<file path="src/rtl/brt_pkg.sv">
package brt_pkg;

  localparam int CFG_W = 16;

  // Field positions of the configuration word
  localparam int B_ASYNC  = 15;
  localparam int LAT_HI   = 13;
  localparam int LAT_LO   = 11;
  localparam int B_POL    = 10;
  localparam int B_PHASE  = 8;
  localparam int B_WRAP   = 3;
  localparam int BL_HI    = 2;
  localparam int BL_LO    = 0;

  localparam logic [CFG_W-1:0] CFG_RESET = 16'hAFC8;
  // Reserved bits: 14, 9, 7, 6, 5, 4
  localparam logic [CFG_W-1:0] RSVD_MASK = 16'h42F0;

  localparam logic [2:0] BL_CONT = 3'b000;
  localparam logic [2:0] BL_8    = 3'b010;
  localparam logic [2:0] BL_16   = 3'b011;

  localparam int MAX_BURST = 16;
  localparam int LEFT_W    = $clog2(MAX_BURST);

  typedef enum logic [1:0] {
    SEQ_IDLE  = 2'd0,
    SEQ_WAIT  = 2'd1,
    SEQ_BURST = 2'd2
  } seq_state_t;

  typedef struct packed {
    logic       async_mode;
    logic [2:0] lat;
    logic       rdy_high;
    logic       rdy_with_data;
    logic       wrap;
    logic [2:0] blen;
  } rd_cfg_t;

  function automatic logic lat_code_ok(input logic [2:0] c);
    return c != 3'b000;
  endfunction

  function automatic logic blen_code_ok(input logic [2:0] c);
    return (c == BL_CONT) || (c == BL_8) || (c == BL_16);
  endfunction

  function automatic logic [LEFT_W-1:0] burst_last(input logic [2:0] c);
    return (c == BL_16) ? LEFT_W'(15) : LEFT_W'(7);
  endfunction

endpackage

</file>
<file path="src/rtl/brt_cfg_reg.sv">
module brt_cfg_reg
  import brt_pkg::*;
(
  input  logic             clk,
  input  logic             rst,
  input  logic             we,
  input  logic [CFG_W-1:0] wdata,
  output rd_cfg_t          cfg,
  output logic [CFG_W-1:0] rdata,
  output logic             err
);

  logic       async_q;
  logic [2:0] lat_q;
  logic       pol_q;
  logic       phase_q;
  logic       wrap_q;
  logic [2:0] blen_q;
  logic       err_q;

  always_ff @(posedge clk) begin
    if (rst) begin
      async_q <= CFG_RESET[B_ASYNC];
      lat_q   <= CFG_RESET[LAT_HI:LAT_LO];
      pol_q   <= CFG_RESET[B_POL];
      phase_q <= CFG_RESET[B_PHASE];
      wrap_q  <= CFG_RESET[B_WRAP];
      blen_q  <= CFG_RESET[BL_HI:BL_LO];
      err_q   <= 1'b0;
    end else if (we) begin
      async_q <= wdata[B_ASYNC];
      pol_q   <= wdata[B_POL];
      phase_q <= wdata[B_PHASE];
      wrap_q  <= wdata[B_WRAP];
      if (lat_code_ok(wdata[LAT_HI:LAT_LO])) lat_q <= wdata[LAT_HI:LAT_LO];
      else                                   err_q <= 1'b1;
      if (blen_code_ok(wdata[BL_HI:BL_LO]))  blen_q <= wdata[BL_HI:BL_LO];
      else                                   err_q <= 1'b1;
    end
  end

  // Continuous burst forces the wrap bit to read as set
  logic wrap_eff;
  assign wrap_eff = wrap_q | (blen_q == BL_CONT);

  logic [CFG_W-1:0] field_bits;
  always_comb begin
    field_bits                  = '0;
    field_bits[B_ASYNC]         = async_q;
    field_bits[LAT_HI:LAT_LO]   = lat_q;
    field_bits[B_POL]           = pol_q;
    field_bits[B_PHASE]         = phase_q;
    field_bits[B_WRAP]          = wrap_eff;
    field_bits[BL_HI:BL_LO]     = blen_q;
  end

  assign rdata = field_bits | (CFG_RESET & RSVD_MASK);
  assign err   = err_q;

  assign cfg.async_mode    = async_q;
  assign cfg.lat           = lat_q;
  assign cfg.rdy_high      = pol_q;
  assign cfg.rdy_with_data = phase_q;
  assign cfg.wrap          = wrap_eff;
  assign cfg.blen          = blen_q;

endmodule

</file>
<file path="src/rtl/brt_latency_seq.sv">
module brt_latency_seq
  import brt_pkg::*;
#(
  parameter int CNT_W = 4
) (
  input  logic       clk,
  input  logic       rst,
  input  rd_cfg_t    cfg,
  input  logic       ce,
  input  logic       avd,
  output logic       latch,
  output logic       dv,
  output logic       rdy,
  output logic [2:0] blen_cap,
  output logic       wrap_cap
);

  seq_state_t        st_q, st_n;
  logic [CNT_W-1:0]  cnt_q, cnt_n;
  logic [LEFT_W-1:0] left_q, left_n;
  logic              dv_q, dv_n;
  logic              act_q, act_n;
  logic              rdy_q, rdy_n;
  logic              lead_q;
  logic [2:0]        blen_q;
  logic              wrap_q;

  logic sync_on;
  logic linear_burst;
  assign sync_on      = ~cfg.async_mode;
  assign latch        = sync_on & ce & avd;
  assign linear_burst = ~wrap_q & (blen_q != BL_CONT);

  always_comb begin
    st_n   = st_q;
    cnt_n  = cnt_q;
    left_n = left_q;
    dv_n   = dv_q;
    act_n  = act_q;
    if (!sync_on || !ce) begin
      st_n  = SEQ_IDLE;
      dv_n  = 1'b0;
      act_n = 1'b0;
    end else if (avd) begin
      st_n  = SEQ_WAIT;
      cnt_n = CNT_W'(cfg.lat) + CNT_W'(2);
      dv_n  = 1'b0;
      act_n = 1'b0;
    end else begin
      unique case (st_q)
        SEQ_WAIT: begin
          if (cnt_q == CNT_W'(1)) begin
            st_n   = SEQ_BURST;
            dv_n   = 1'b1;
            act_n  = 1'b1;
            left_n = burst_last(blen_q);
          end else begin
            cnt_n = cnt_q - CNT_W'(1);
            act_n = lead_q & (cnt_q == CNT_W'(2));
          end
        end
        SEQ_BURST: begin
          if (linear_burst) begin
            if (left_q == '0) begin
              st_n  = SEQ_IDLE;
              dv_n  = 1'b0;
              act_n = 1'b0;
            end else begin
              left_n = left_q - LEFT_W'(1);
            end
          end
        end
        default: ;
      endcase
    end
    rdy_n = act_n ? cfg.rdy_high : ~cfg.rdy_high;
  end

  always_ff @(posedge clk) begin
    if (rst) begin
      st_q   <= SEQ_IDLE;
      cnt_q  <= '0;
      left_q <= '0;
      dv_q   <= 1'b0;
      act_q  <= 1'b0;
      rdy_q  <= ~CFG_RESET[B_POL];
      lead_q <= 1'b0;
      blen_q <= CFG_RESET[BL_HI:BL_LO];
      wrap_q <= 1'b1;
    end else begin
      st_q   <= st_n;
      cnt_q  <= cnt_n;
      left_q <= left_n;
      dv_q   <= dv_n;
      act_q  <= act_n;
      rdy_q  <= rdy_n;
      if (latch) begin
        lead_q <= ~cfg.rdy_with_data;
        blen_q <= cfg.blen;
        wrap_q <= cfg.wrap;
      end
    end
  end

  assign dv       = dv_q;
  assign rdy      = rdy_q;
  assign blen_cap = blen_q;
  assign wrap_cap = wrap_q;

endmodule

</file>
<file path="src/rtl/brt_addr_gen.sv">
module brt_addr_gen
  import brt_pkg::*;
#(
  parameter int AW = 24
) (
  input  logic          clk,
  input  logic          rst,
  input  logic          load,
  input  logic [AW-1:0] start,
  input  logic          adv,
  input  logic [2:0]    blen,
  input  logic          wrap,
  output logic [AW-1:0] addr
);

  localparam int W8  = $clog2(8);
  localparam int W16 = $clog2(16);

  logic [AW-1:0] addr_q;
  logic [AW-1:0] mask;
  logic [AW-1:0] inc;

  always_comb begin
    mask = '1;
    if (wrap) begin
      if (blen == BL_8)  mask = AW'((1 << W8) - 1);
      if (blen == BL_16) mask = AW'((1 << W16) - 1);
    end
    inc = (addr_q & ~mask) | ((addr_q + AW'(1)) & mask);
  end

  always_ff @(posedge clk) begin
    if (rst)       addr_q <= '0;
    else if (load) addr_q <= start;
    else if (adv)  addr_q <= inc;
  end

  assign addr = addr_q;

endmodule

</file>
<file path="src/rtl/burst_read_timer.sv">
module burst_read_timer
  import brt_pkg::*;
#(
  parameter int AW    = 24,
  parameter int CNT_W = 4
) (
  input  logic             clk,
  input  logic             rst,
  input  logic             cfg_we,
  input  logic [CFG_W-1:0] cfg_wdata,
  output logic [CFG_W-1:0] cfg_rdata,
  output logic             cfg_err,
  input  logic             ce,
  input  logic             avd,
  input  logic [AW-1:0]    start_addr,
  output logic [AW-1:0]    word_addr,
  output logic             data_valid,
  output logic             rdy
);

  rd_cfg_t    cfg;
  logic       latch;
  logic       dv;
  logic [2:0] blen_cap;
  logic       wrap_cap;

  brt_cfg_reg u_cfg (
    .clk   (clk),
    .rst   (rst),
    .we    (cfg_we),
    .wdata (cfg_wdata),
    .cfg   (cfg),
    .rdata (cfg_rdata),
    .err   (cfg_err)
  );

  brt_latency_seq #(.CNT_W(CNT_W)) u_seq (
    .clk      (clk),
    .rst      (rst),
    .cfg      (cfg),
    .ce       (ce),
    .avd      (avd),
    .latch    (latch),
    .dv       (dv),
    .rdy      (rdy),
    .blen_cap (blen_cap),
    .wrap_cap (wrap_cap)
  );

  brt_addr_gen #(.AW(AW)) u_addr (
    .clk   (clk),
    .rst   (rst),
    .load  (latch),
    .start (start_addr),
    .adv   (dv & ce & ~latch),
    .blen  (blen_cap),
    .wrap  (wrap_cap),
    .addr  (word_addr)
  );

  assign data_valid = dv;

endmodule

</file>
<file path="config.mk">
export PLATFORM = sky130hd
export DESIGN_NAME = burst_read_timer
export DESIGN_NICKNAME = d
export VERILOG_FILES = /design/src/rtl/brt_pkg.sv /design/src/rtl/brt_cfg_reg.sv /design/src/rtl/brt_latency_seq.sv /design/src/rtl/brt_addr_gen.sv /design/src/rtl/burst_read_timer.sv
export SDC_FILE = /design/constraint.sdc
export NUM_CORES = 1
export LEC_CHECK = 0
export CAP_MARGIN = 10
export CORE_MARGIN = 4
export CORE_UTILIZATION = 47
export DETAILED_ROUTE_END_ITERATION = 8
export PLACE_DENSITY = 0.91
export REMOVE_ABC_BUFFERS = 1
export SYNTH_ARGS = -nofsm -noshare
export SYNTH_HDL_FRONTEND = slang
export SYNTH_SLANG_ARGS = --single-unit
export TNS_END_PERCENT = 10
</file>
<file path="constraint.sdc">
create_clock -name clk -period 2.1 [get_ports clk]
set_input_delay 0.21 -clock clk [delete_from_list [all_inputs] [get_ports clk]]
set_output_delay 0.21 -clock clk [all_outputs]
set_load 0.01 [all_outputs]
</file>
==> results of run 1 <==
## cell families after synthesis
family,after synthesis
AND/OR/NAND/NOR,151
AO/OA/AOI/OAI,74
flip-flops,52
buffers and inverters,38
XOR/XNOR,15
adder cells (fa/ha/maj),8
multiplexers,8
other,2
## final timing paths
kind                        from  slack [ns]              end  depth (start not counted)
setup / recovery  u_seq.cnt_q[1]        0.19  u_seq.left_q[2]                          7
hold / removal     start_addr[8]        0.46         register                          3
setup reg to reg  u_seq.cnt_q[1]        0.19  u_seq.left_q[2]                          7
hold reg to reg     u_cfg.wrap_q        0.48     u_cfg.wrap_q                          2
## worst min-delay path: stages
cell	delay (ns)
sky130_fd_sc_hd__clkdlybuf4s50_1	0.41
sky130_fd_sc_hd__nand2_1	0.07
sky130_fd_sc_hd__a21oi_1	0.05
## routing by layer
layer / global-route usage / part of all wire / routed length, um / vias to the layer above
met5: 0 / 0 / 0 / -
met3: 0.04183 / 0.081 / 658 / 18
met4: 0.07790 / 0.021 / 172 / 0
met1: 0.2774 / 0.40 / 3274 / 1400
met2: 0.3713 / 0.49 / 4003 / 152
li1: - / - / - / 1408
## layout by cell type, fill, tap and decap left out, types with 3 or more instances in the layout
cell | synthesis | final
sky130_fd_sc_hd__nand2b_1 | 4 | 4
sky130_fd_sc_hd__clkbuf_8 | 0 | 5
sky130_fd_sc_hd__nand3b_1 | 3 | 3
sky130_fd_sc_hd__and4_1 | 4 | 4
sky130_fd_sc_hd__ha_1 | 8 | 8
sky130_fd_sc_hd__xor2_1 | 10 | 10
sky130_fd_sc_hd__nor2_1 | 38 | 38
sky130_fd_sc_hd__mux2i_1 | 7 | 7
sky130_fd_sc_hd__nand4_1 | 11 | 11
sky130_fd_sc_hd__dfxtp_1 | 52 | 52
sky130_fd_sc_hd__and2_1 | 4 | 4
sky130_fd_sc_hd__clkdlybuf4s50_1 | 0 | 75
sky130_fd_sc_hd__a41oi_1 | 3 | 3
sky130_fd_sc_hd__xnor2_1 | 5 | 5
sky130_fd_sc_hd__nor4_1 | 3 | 3
sky130_fd_sc_hd__a311oi_1 | 4 | 4
sky130_fd_sc_hd__and3_1 | 3 | 3
sky130_fd_sc_hd__o21ai_0 | 9 | 8
sky130_fd_sc_hd__nand2_1 | 32 | 32
sky130_fd_sc_hd__a21oi_1 | 14 | 14
sky130_fd_sc_hd__nor3_1 | 10 | 10
sky130_fd_sc_hd__buf_4 | 11 | 15
sky130_fd_sc_hd__nor2b_1 | 3 | 3
sky130_fd_sc_hd__conb_1 | 2 | 6
sky130_fd_sc_hd__inv_1 | 11 | 11
sky130_fd_sc_hd__nand3_1 | 17 | 17
sky130_fd_sc_hd__a31oi_1 | 4 | 4
sky130_fd_sc_hd__or3_1 | 4 | 4
sky130_fd_sc_hd__a211oi_1 | 18 | 18
## stage by stage
step / util / power [W] / TNS, ns / worst slack [ns] / cell area [um^2]
final: 0.6403 / 0.001953 / 0 / 0.1916 / 3814
after global routing: 0.6403 / 0.002026 / 0 / 0.04942 / 3814
after CTS: 0.6395 / 0.001964 / 0 / 0.1600 / 3809
after detailed placement: 0.6248 / 0.001394 / 0 / 0.06056 / 3721
after global placement: 0.6248 / 0.001382 / 0 / 0.1506 / 3721
after floorplan: - / 0.001190 / -0.05487 / -0.04354 / 2764
## synth_stat cells (all sizes together) (3+ instances only)
master,number
a31oi,4
a211oi,18
xnor2,5
nor4,7
nand3b,3
inv,11
nor2b,3
and2,4
and4,4
mux2i,7
o21ai,9
nand2b,4
clkbuf,11
nand4,12
nor2,39
a41oi,3
nor3,10
buf,16
a311oi,4
and3,3
nand2,32
a21oi,14
nand3,17
ha,8
dfxtp,52
xor2,10
or3,4
## final cells by class
cell class | instances | share of cell area
Inverter | 11 | 0.01083
Tap cell | 75 | 0.02461
Timing Repair Buffer | 90 | 0.2264
Multi-Input combinational cell | 262 | 0.4423
Sequential cell | 52 | 0.2730
Clock inverter | 3 | 0.004921
Clock buffer | 5 | 0.01804
## repair_timing
action,4_1_cts,5_1_grt
setup endpoints to repair,0,4
resized for setup,0,2
endpoints found under the hold margin,0,0
## power groups by stage
stage / sequential, W / clock (W) / combinational [W]
6_report: 0.00107 / 0.000577 / 0.000311
5_1_grt: 0.00107 / 0.000620 / 0.000335
4_1_cts: 0.00106 / 0.000591 / 0.000310
3_5_place_dp: 0.00109 / 0 / 0.000308
3_3_place_gp: 0.00108 / 0 / 0.000298
2_1_floorplan: 0.00109 / 0 / 0.0000982
==> impl_results.rst, run 1 <==
.. list-table::
   :header-rows: 1

   * - Metric
     - Value
   * - GRT Residual Overflow
     - 0
   * - Xor and xnor fraction of the mapped netlist area
     - 0.04538
   * - # diodes
     - 0
   * - Highest clock rate
     - 524.0 MHz
   * - Switching Share
     - 0.2677
   * - Antenna violations before repair
     - 0
   * - Io pins
     - 88
   * - CTS H-Tree Depth
     - 2
   * - Multi-input logic area
     - roughly 1700 um^2
   * - Number of buffers inserted for hold repair after clock tree synthesis
     - 0
   * - Critical path's slowest cell
     - sky130_fd_sc_hd__dfxtp_1
   * - Iter 0 DRT Violations
     - 230
   * - Fill cell count
     - 489
   * - Count of final max-slew check failures
     - 0
   * - Syn_area_per_cell
     - 8.320 um^2
   * - Pin count of the biggest net entering global routing
     - 34
   * - Root Driver
     - sky130_fd_sc_hd__clkbuf_8
   * - Clock Latency Late Sink
     - 0.31 ns
   * - Category of the worst setup path launch point
     - register
   * - Area added between synthesis and finish
     - 31.72%
   * - Slew at the pin with the worst max-slew slack
     - ~0.6 ns
   * - Critical Path RT
     - 2.33 ns
   * - Synth Cell Area
     - 2895 um^2
   * - Maximum clock insertion buffer count
     - 2
   * - Cells traversed along the worst timing path
     - inv_1 > ha_1 > nor3b_2 > mux2_2 > and3_1 > and2_1 > a311oi_1
   * - Placeable core area
     - 5956 um^2
   * - Total number of clock tree sinks
     - 52
   * - Share of the clock period used by the worst path after layout
     - 0.9087
   * - Number of synthesized flops with an enable pin
     - 0
   * - Worst hold-check path type
     - in2reg
   * - DRT Wirelength
     - just over 8000 um
   * - Startpoint-to-endpoint class of the critical path
     - reg2reg
   * - Buffers and inverters on the worst path
     - 1
   * - Leading cell types by total area after synthesis
     - sky130_fd_sc_hd__dfxtp_1 (36%), sky130_fd_sc_hd__nor2_1 (4.9%), sky130_fd_sc_hd__a211oi_1 (4.7%)
   * - Multiplexer share of the synthesized area
     - 0.02809
   * - Post-synthesis compound-gate area fraction
     - 0.1802
   * - Number of distinct library cell variants in the gate-level netlist after synthesis
     - a little over 60
   * - Overall die area
     - 7480 um^2
   * - Switching power of the nets
     - 0.0005227 W
   * - Post-layout min period
     - 1.908 ns
   * - Initial Util
     - 0.4861
   * - Clock network power share
     - 0.295
   * - Largest fanout of any net on the critical path
     - 7
   * - Power Density
     - 512.0 nW/um^2
   * - Clock buffer count from CTS
     - 5
   * - Site Rows
     - 28
   * - Worst path top cell family by delay
     - simple AND/OR/NAND/NOR gates
   * - Residual antenna-violating net count after detailed routing
     - 0
   * - Number of cells in the design after placement
     - a little under 500
   * - Run status
     - finished, final reports clean
   * - Power Internal
     - 0.001430 W
   * - First-pass GRT wire length
     - between 10,000 and 15,000 um
   * - Main combinational cell family by area after synthesis
     - simple AND/OR/NAND/NOR gates
   * - GRT Overall Usage
     - 0.2192
   * - Main synth FF type
     - sky130_fd_sc_hd__dfxtp_1
   * - Number of synthesized register bits
     - between 50 and 60
   * - Unrepaired setup endpoints after global routing
     - no
   * - Ratio of routed vias to standard cells
     - ~6.0
   * - Buffer count from post-CTS setup fixing
     - 0
   * - Final hold slack
     - 0.4631 ns
   * - Final cell count without fillers
     - 498
   * - Combinational fraction of design power
     - 0.159
   * - Die H
     - 86.49 um
   * - Count of unresolved DRC violations after routing
     - 0
   * - Synthesized-area fraction occupied by adder cells
     - 0.03457
   * - Fraction of registers with async set or reset after synthesis
     - 0
   * - Drt first pass iters
     - 5
   * - Via count of the first global-routing pass
     - around 2,900
   * - Remaining max-slew budget at the tightest pin
     - 0.5988
   * - Max_cap viols
     - 0
   * - Library cell with the largest summed area after synthesis
     - sky130_fd_sc_hd__dfxtp_1
   * - Peak VDD IR
     - 0.3148 mV
   * - Chip width
     - around 86 um
   * - Ys Warns
     - 0
   * - Worst endpoint data arrival time
     - 2.14 ns
   * - Crit-path max cell delay
     - 0.40 ns
   * - Total vias in the final route
     - 2,978
   * - Port buffer count
     - 75
   * - Post-DP HPWL
     - 6121 um
   * - Synthesized instance count
     - 348
   * - Area share of the largest cell type after synthesis
     - 0.3596
   * - Number of hold violations in the final report
     - 0
   * - Average wire per standard cell
     - 16.28 um
   * - TritonCTS clock tree
     - yes
   * - Final-report setup violation count
     - 0
   * - Sequential cell area in the final layout
     - 1041 um^2
   * - Final setup skew
     - roughly 0.010 ns
   * - Static leakage
     - 1.401 nW
   * - Final nets
     - 475
   * - Fraction of the yosys area taken by sequential cells
     - 0.3596
   * - Portion of total power attributed to sequential cells
     - 0.546
   * - Layout cells sized above 1
     - 0.07801
   * - Clock-pin slew on the worst setup and hold paths
     - 0.10 ns
   * - Nature of the critical path endpoint
     - register
   * - Routability congestion estimate
     - between 0.8 and 0.9
   * - Simple-gate share of the synthesized area
     - 0.2848
Power figures use the tool's default switching activity.
==> run 2, diff against run 1 <==
- GPL_ROUTABILITY_DRIVEN: unset -> 0
==> results of run 2 <==
No change in the layout: final DEF, timing and power equal those of run 1.
==> run 3, diff against run 2 <==
- CORE_MARGIN: 4 -> 2
- CORE_UTILIZATION: 47 -> 25
- PLACE_DENSITY: 0.91 -> 0.59
==> run 3 against run 2 <==
  * Sequential cell count is the same
  * Final cell count up 14%
  * Core utilization is 29 points lower
  * Clock skew shrank 0.0042 ns
  * Worst setup slack better by 0.026 ns
  * Routed wire length grew 4.1%
  * Sequential power about the same
  * Register-to-register slack improved by 0.03 ns
  * First-iteration DRC count fell by 50%
  * Maximum frequency grew 1.4%
  * Critical endpoint is now u_seq.left_q[0]
  * Largest cell class unchanged
==> impl_results.rst, run 3 (synthesis gave the netlist of run 1 again) <==
.. list-table::
   :header-rows: 1

   * - Metric
     - Value
   * - Run status
     - finished, final reports clean (unchanged)
   * - Number of buffers inserted for hold repair after clock tree synthesis
     - 0 (unchanged)
   * - Static leakage
     - 1.456 nW (was 1.401 nW)
   * - Final hold slack
     - 0.4678 ns (was 0.4631 ns)
   * - Post-route setup TNS
     - 0 ns (unchanged)
   * - Area added between synthesis and finish
     - 38.89% (was 31.72%)
   * - Critical path's slowest cell
     - sky130_fd_sc_hd__dfxtp_1 (unchanged)
   * - Slew at the pin with the worst max-slew slack
     - 0.6239 ns (was 0.5941 ns)
   * - # diodes
     - 0 (unchanged)
   * - GRT Residual Overflow
     - 0 (unchanged)
   * - Cell depth of the worst flop-to-flop path
     - 7 (unchanged)
   * - Final worst setup slack
     - 0.2179 ns (was 0.1916 ns)
   * - Hold depth
     - 3 (unchanged)
   * - GRT Overall Usage
     - 0.1346 (was 0.2192)
   * - Io pins
     - 88 (unchanged)
   * - Port buffer count
     - 75 (unchanged)
   * - Grt met2 use
     - 0.2268 (was 0.3713)
   * - Fill cell count
     - 1,188 (was 489)
   * - Post-layout min period
     - 1.882 ns (was 1.908 ns)
   * - Total vias in the final route
     - 2,808 (was 2,978)
   * - CTS H-Tree Depth
     - 2 (unchanged)
   * - Number of hold violations in the final report
     - 0 (unchanged)
   * - Clock Latency Late Sink
     - 0.29 ns (was 0.31 ns)
   * - Leading cell types in the layout, fill and taps excluded
     - sky130_fd_sc_hd__clkdlybuf4s50_1 (75), sky130_fd_sc_hd__dfxtp_1 (52), sky130_fd_sc_hd__nor2_1 (38), sky130_fd_sc_hd__nand2_1 (32) (was sky130_fd_sc_hd__clkdlybuf4s50_1 (75), sky130_fd_sc_hd__dfxtp_1 (52), sky130_fd_sc_hd__nor2_1 (38), sky130_fd_sc_hd__nand2_1 (32), sky130_fd_sc_hd__a211oi_1 (18))
   * - Unrepaired setup endpoints after global routing
     - no (unchanged)
   * - Most frequent standard cell in the layout excluding fill and tap cells
     - sky130_fd_sc_hd__clkdlybuf4s50_1 (unchanged)
   * - Sequential cell area in the final layout
     - 1041 um^2 (unchanged)
   * - Chip width
     - 111.6 um (was 86.49 um)
   * - Cells traversed along the worst timing path
     - inv_1 > ha_1 > nor3b_2 > mux2_2 > and3_1 > and2_1 > a211oi_1 (was inv_1 > ha_1 > nor3b_2 > mux2_2 > and3_1 > and2_1 > a311oi_1)
   * - Site Rows
     - 39 (was 28)
   * - Clock buffer count from CTS
     - 5 (unchanged)
   * - Post-DP HPWL
     - 6400 um (was 6121 um)
   * - Clock-pin slew on the worst setup and hold paths
     - 0.07 ns (was 0.10 ns)
   * - Iter 0 DRT Violations
     - 116 (was 230)
   * - Via count of the first global-routing pass
     - 2,784 (was 2,859)
   * - Max_cap viols
     - 0 (unchanged)
   * - Remaining max-slew budget at the tightest pin
     - 0.5786 (was 0.5988)
   * - Average wire per standard cell
     - 14.81 um (was 16.28 um)
   * - Die H
     - 111.6 um (was 86.49 um)
   * - Most used routing layer in global routing
     - met2 (unchanged)
   * - Worst endpoint data arrival time
     - 2.08 ns (was 2.14 ns)
   * - TritonCTS clock tree
     - yes (unchanged)
   * - Initial Util
     - 0.2546 (was 0.4861)
   * - Post-place instance area
     - 3849 um^2 (was 3721 um^2)
   * - Final-report setup violation count
     - 0 (unchanged)
   * - Root Driver
     - sky130_fd_sc_hd__clkbuf_16 (was sky130_fd_sc_hd__clkbuf_8)
   * - Multi-input logic area
     - 1687 um^2 (unchanged)
   * - PnR Total Power
     - 0.002331 W (was 0.001953 W)
   * - Place WS
     - -0.02002 ns (was 0.06056 ns)
   * - Peak VDD IR
     - 0.4092 mV (was 0.3148 mV)
   * - Final setup skew
     - 0.005767 ns (was 0.009982 ns)
   * - First-pass GRT wire length
     - 13,770 um (was 13,370 um)
   * - Layout cells sized above 1
     - 0.08665 (was 0.07801)
   * - Overall die area
     - 12,460 um^2 (was 7480 um^2)
   * - Power Density
     - 579.5 nW/um^2 (was 512.0 nW/um^2)
   * - Total number of clock tree sinks
     - 52 (unchanged)
   * - Met1 GRT Util
     - 0.1791 (was 0.2774)
   * - Count of unresolved DRC violations after routing
     - 0 (unchanged)
   * - Pin count of the biggest net entering global routing
     - 39 (was 34)
   * - Nature of the critical path endpoint
     - register (unchanged)
   * - Count of final max-slew check failures
     - 0 (unchanged)
   * - Drt first pass iters
     - 4 (was 5)
   * - Maximum clock insertion buffer count
     - 2 (unchanged)
   * - Startpoint-to-endpoint class of the critical path
     - reg2reg (unchanged)
   * - Met3 routing resource usage after global routing
     - 0.02504 (was 0.04183)
   * - Final nets
     - 479 (was 475)
   * - Placeable core area
     - 11,370 um^2 (was 5956 um^2)
   * - Post-Layout Inst Area
     - 4021 um^2 (was 3814 um^2)
   * - Category of the worst setup path launch point
     - register (unchanged)
   * - Critical Path RT
     - 2.30 ns (was 2.33 ns)
   * - Residual antenna-violating net count after detailed routing
     - 0 (unchanged)
   * - Share of the clock period used by the worst path after layout
     - 0.8963 (was 0.9087)
   * - Worst hold-check path type
     - in2reg (unchanged)
   * - Largest fanout of any net on the critical path
     - 7 (unchanged)
   * - Antenna violations before repair
     - 0 (unchanged)
   * - Highest clock rate
     - 531.3 MHz (was 524.0 MHz)
   * - Ratio of routed vias to standard cells
     - 4.926 (was 5.980)
   * - DRT Wirelength
     - 8444 um (was 8108 um)
   * - Crit-path max cell delay
     - 0.38 ns (was 0.40 ns)
[run 3: final timing paths]
kind                   from              end  slack (ns)
max          u_seq.cnt_q[1]  u_seq.left_q[0]        0.22
min           start_addr[8]         register        0.47
max reg2reg  u_seq.cnt_q[1]  u_seq.left_q[0]        0.22
min reg2reg    u_cfg.wrap_q     u_cfg.wrap_q        0.47
[run 3: cell type report]
cell class                 instances  area share
multi-input combinational        262      0.4194
timing repair buffer              94      0.2253
inverter                          11     0.01027
tap                              143     0.04449
clock buffer                       5     0.03111
sequential                        52      0.2589
clock inverter                     3     0.01058
[run 3: metal layers]
layer	vias to the layer above	wire, um
met4	0	80
met5	-	0
met1	1336	4166
met2	54	3891
li1	1412	-
met3	6	304
[run 3: power breakdown]
part	internal, W	switching, W	total (W)	leakage, nW
Combinational	0.000178	0.000136	0.000314	0.953
Sequential	0.00102	0.0000433	0.00107	0.423
Clock	0.000561	0.000390	0.000951	0.0798
[run 3: timing repair]
action                                  CTS  global route
endpoints found under the setup margin    0             3
gates resized for setup                   0             1
buffers inserted                          0             0
[run 3: critical path: cells and delay by family, from the launching register on]
kind	cells	cell delay, ns
AOI/OAI and AO/OA	1	0.24
buffers and inverters	1	0.08
adders and majority gates	1	0.21
muxes	1	0.29
DFF	1	0.38
and+or+nand+nor	3	0.60
[run 3: per-stage QoR]
| step | std cells | utilization |
|---|---|---|
| final | 570 | 0.3537 |
| after detailed placement | 562 | 0.3385 |
| after CTS | 570 | 0.3533 |
| after global routing | 570 | 0.3537 |
| after global placement | 562 | 0.3385 |
| after floorplan | 325 | - |
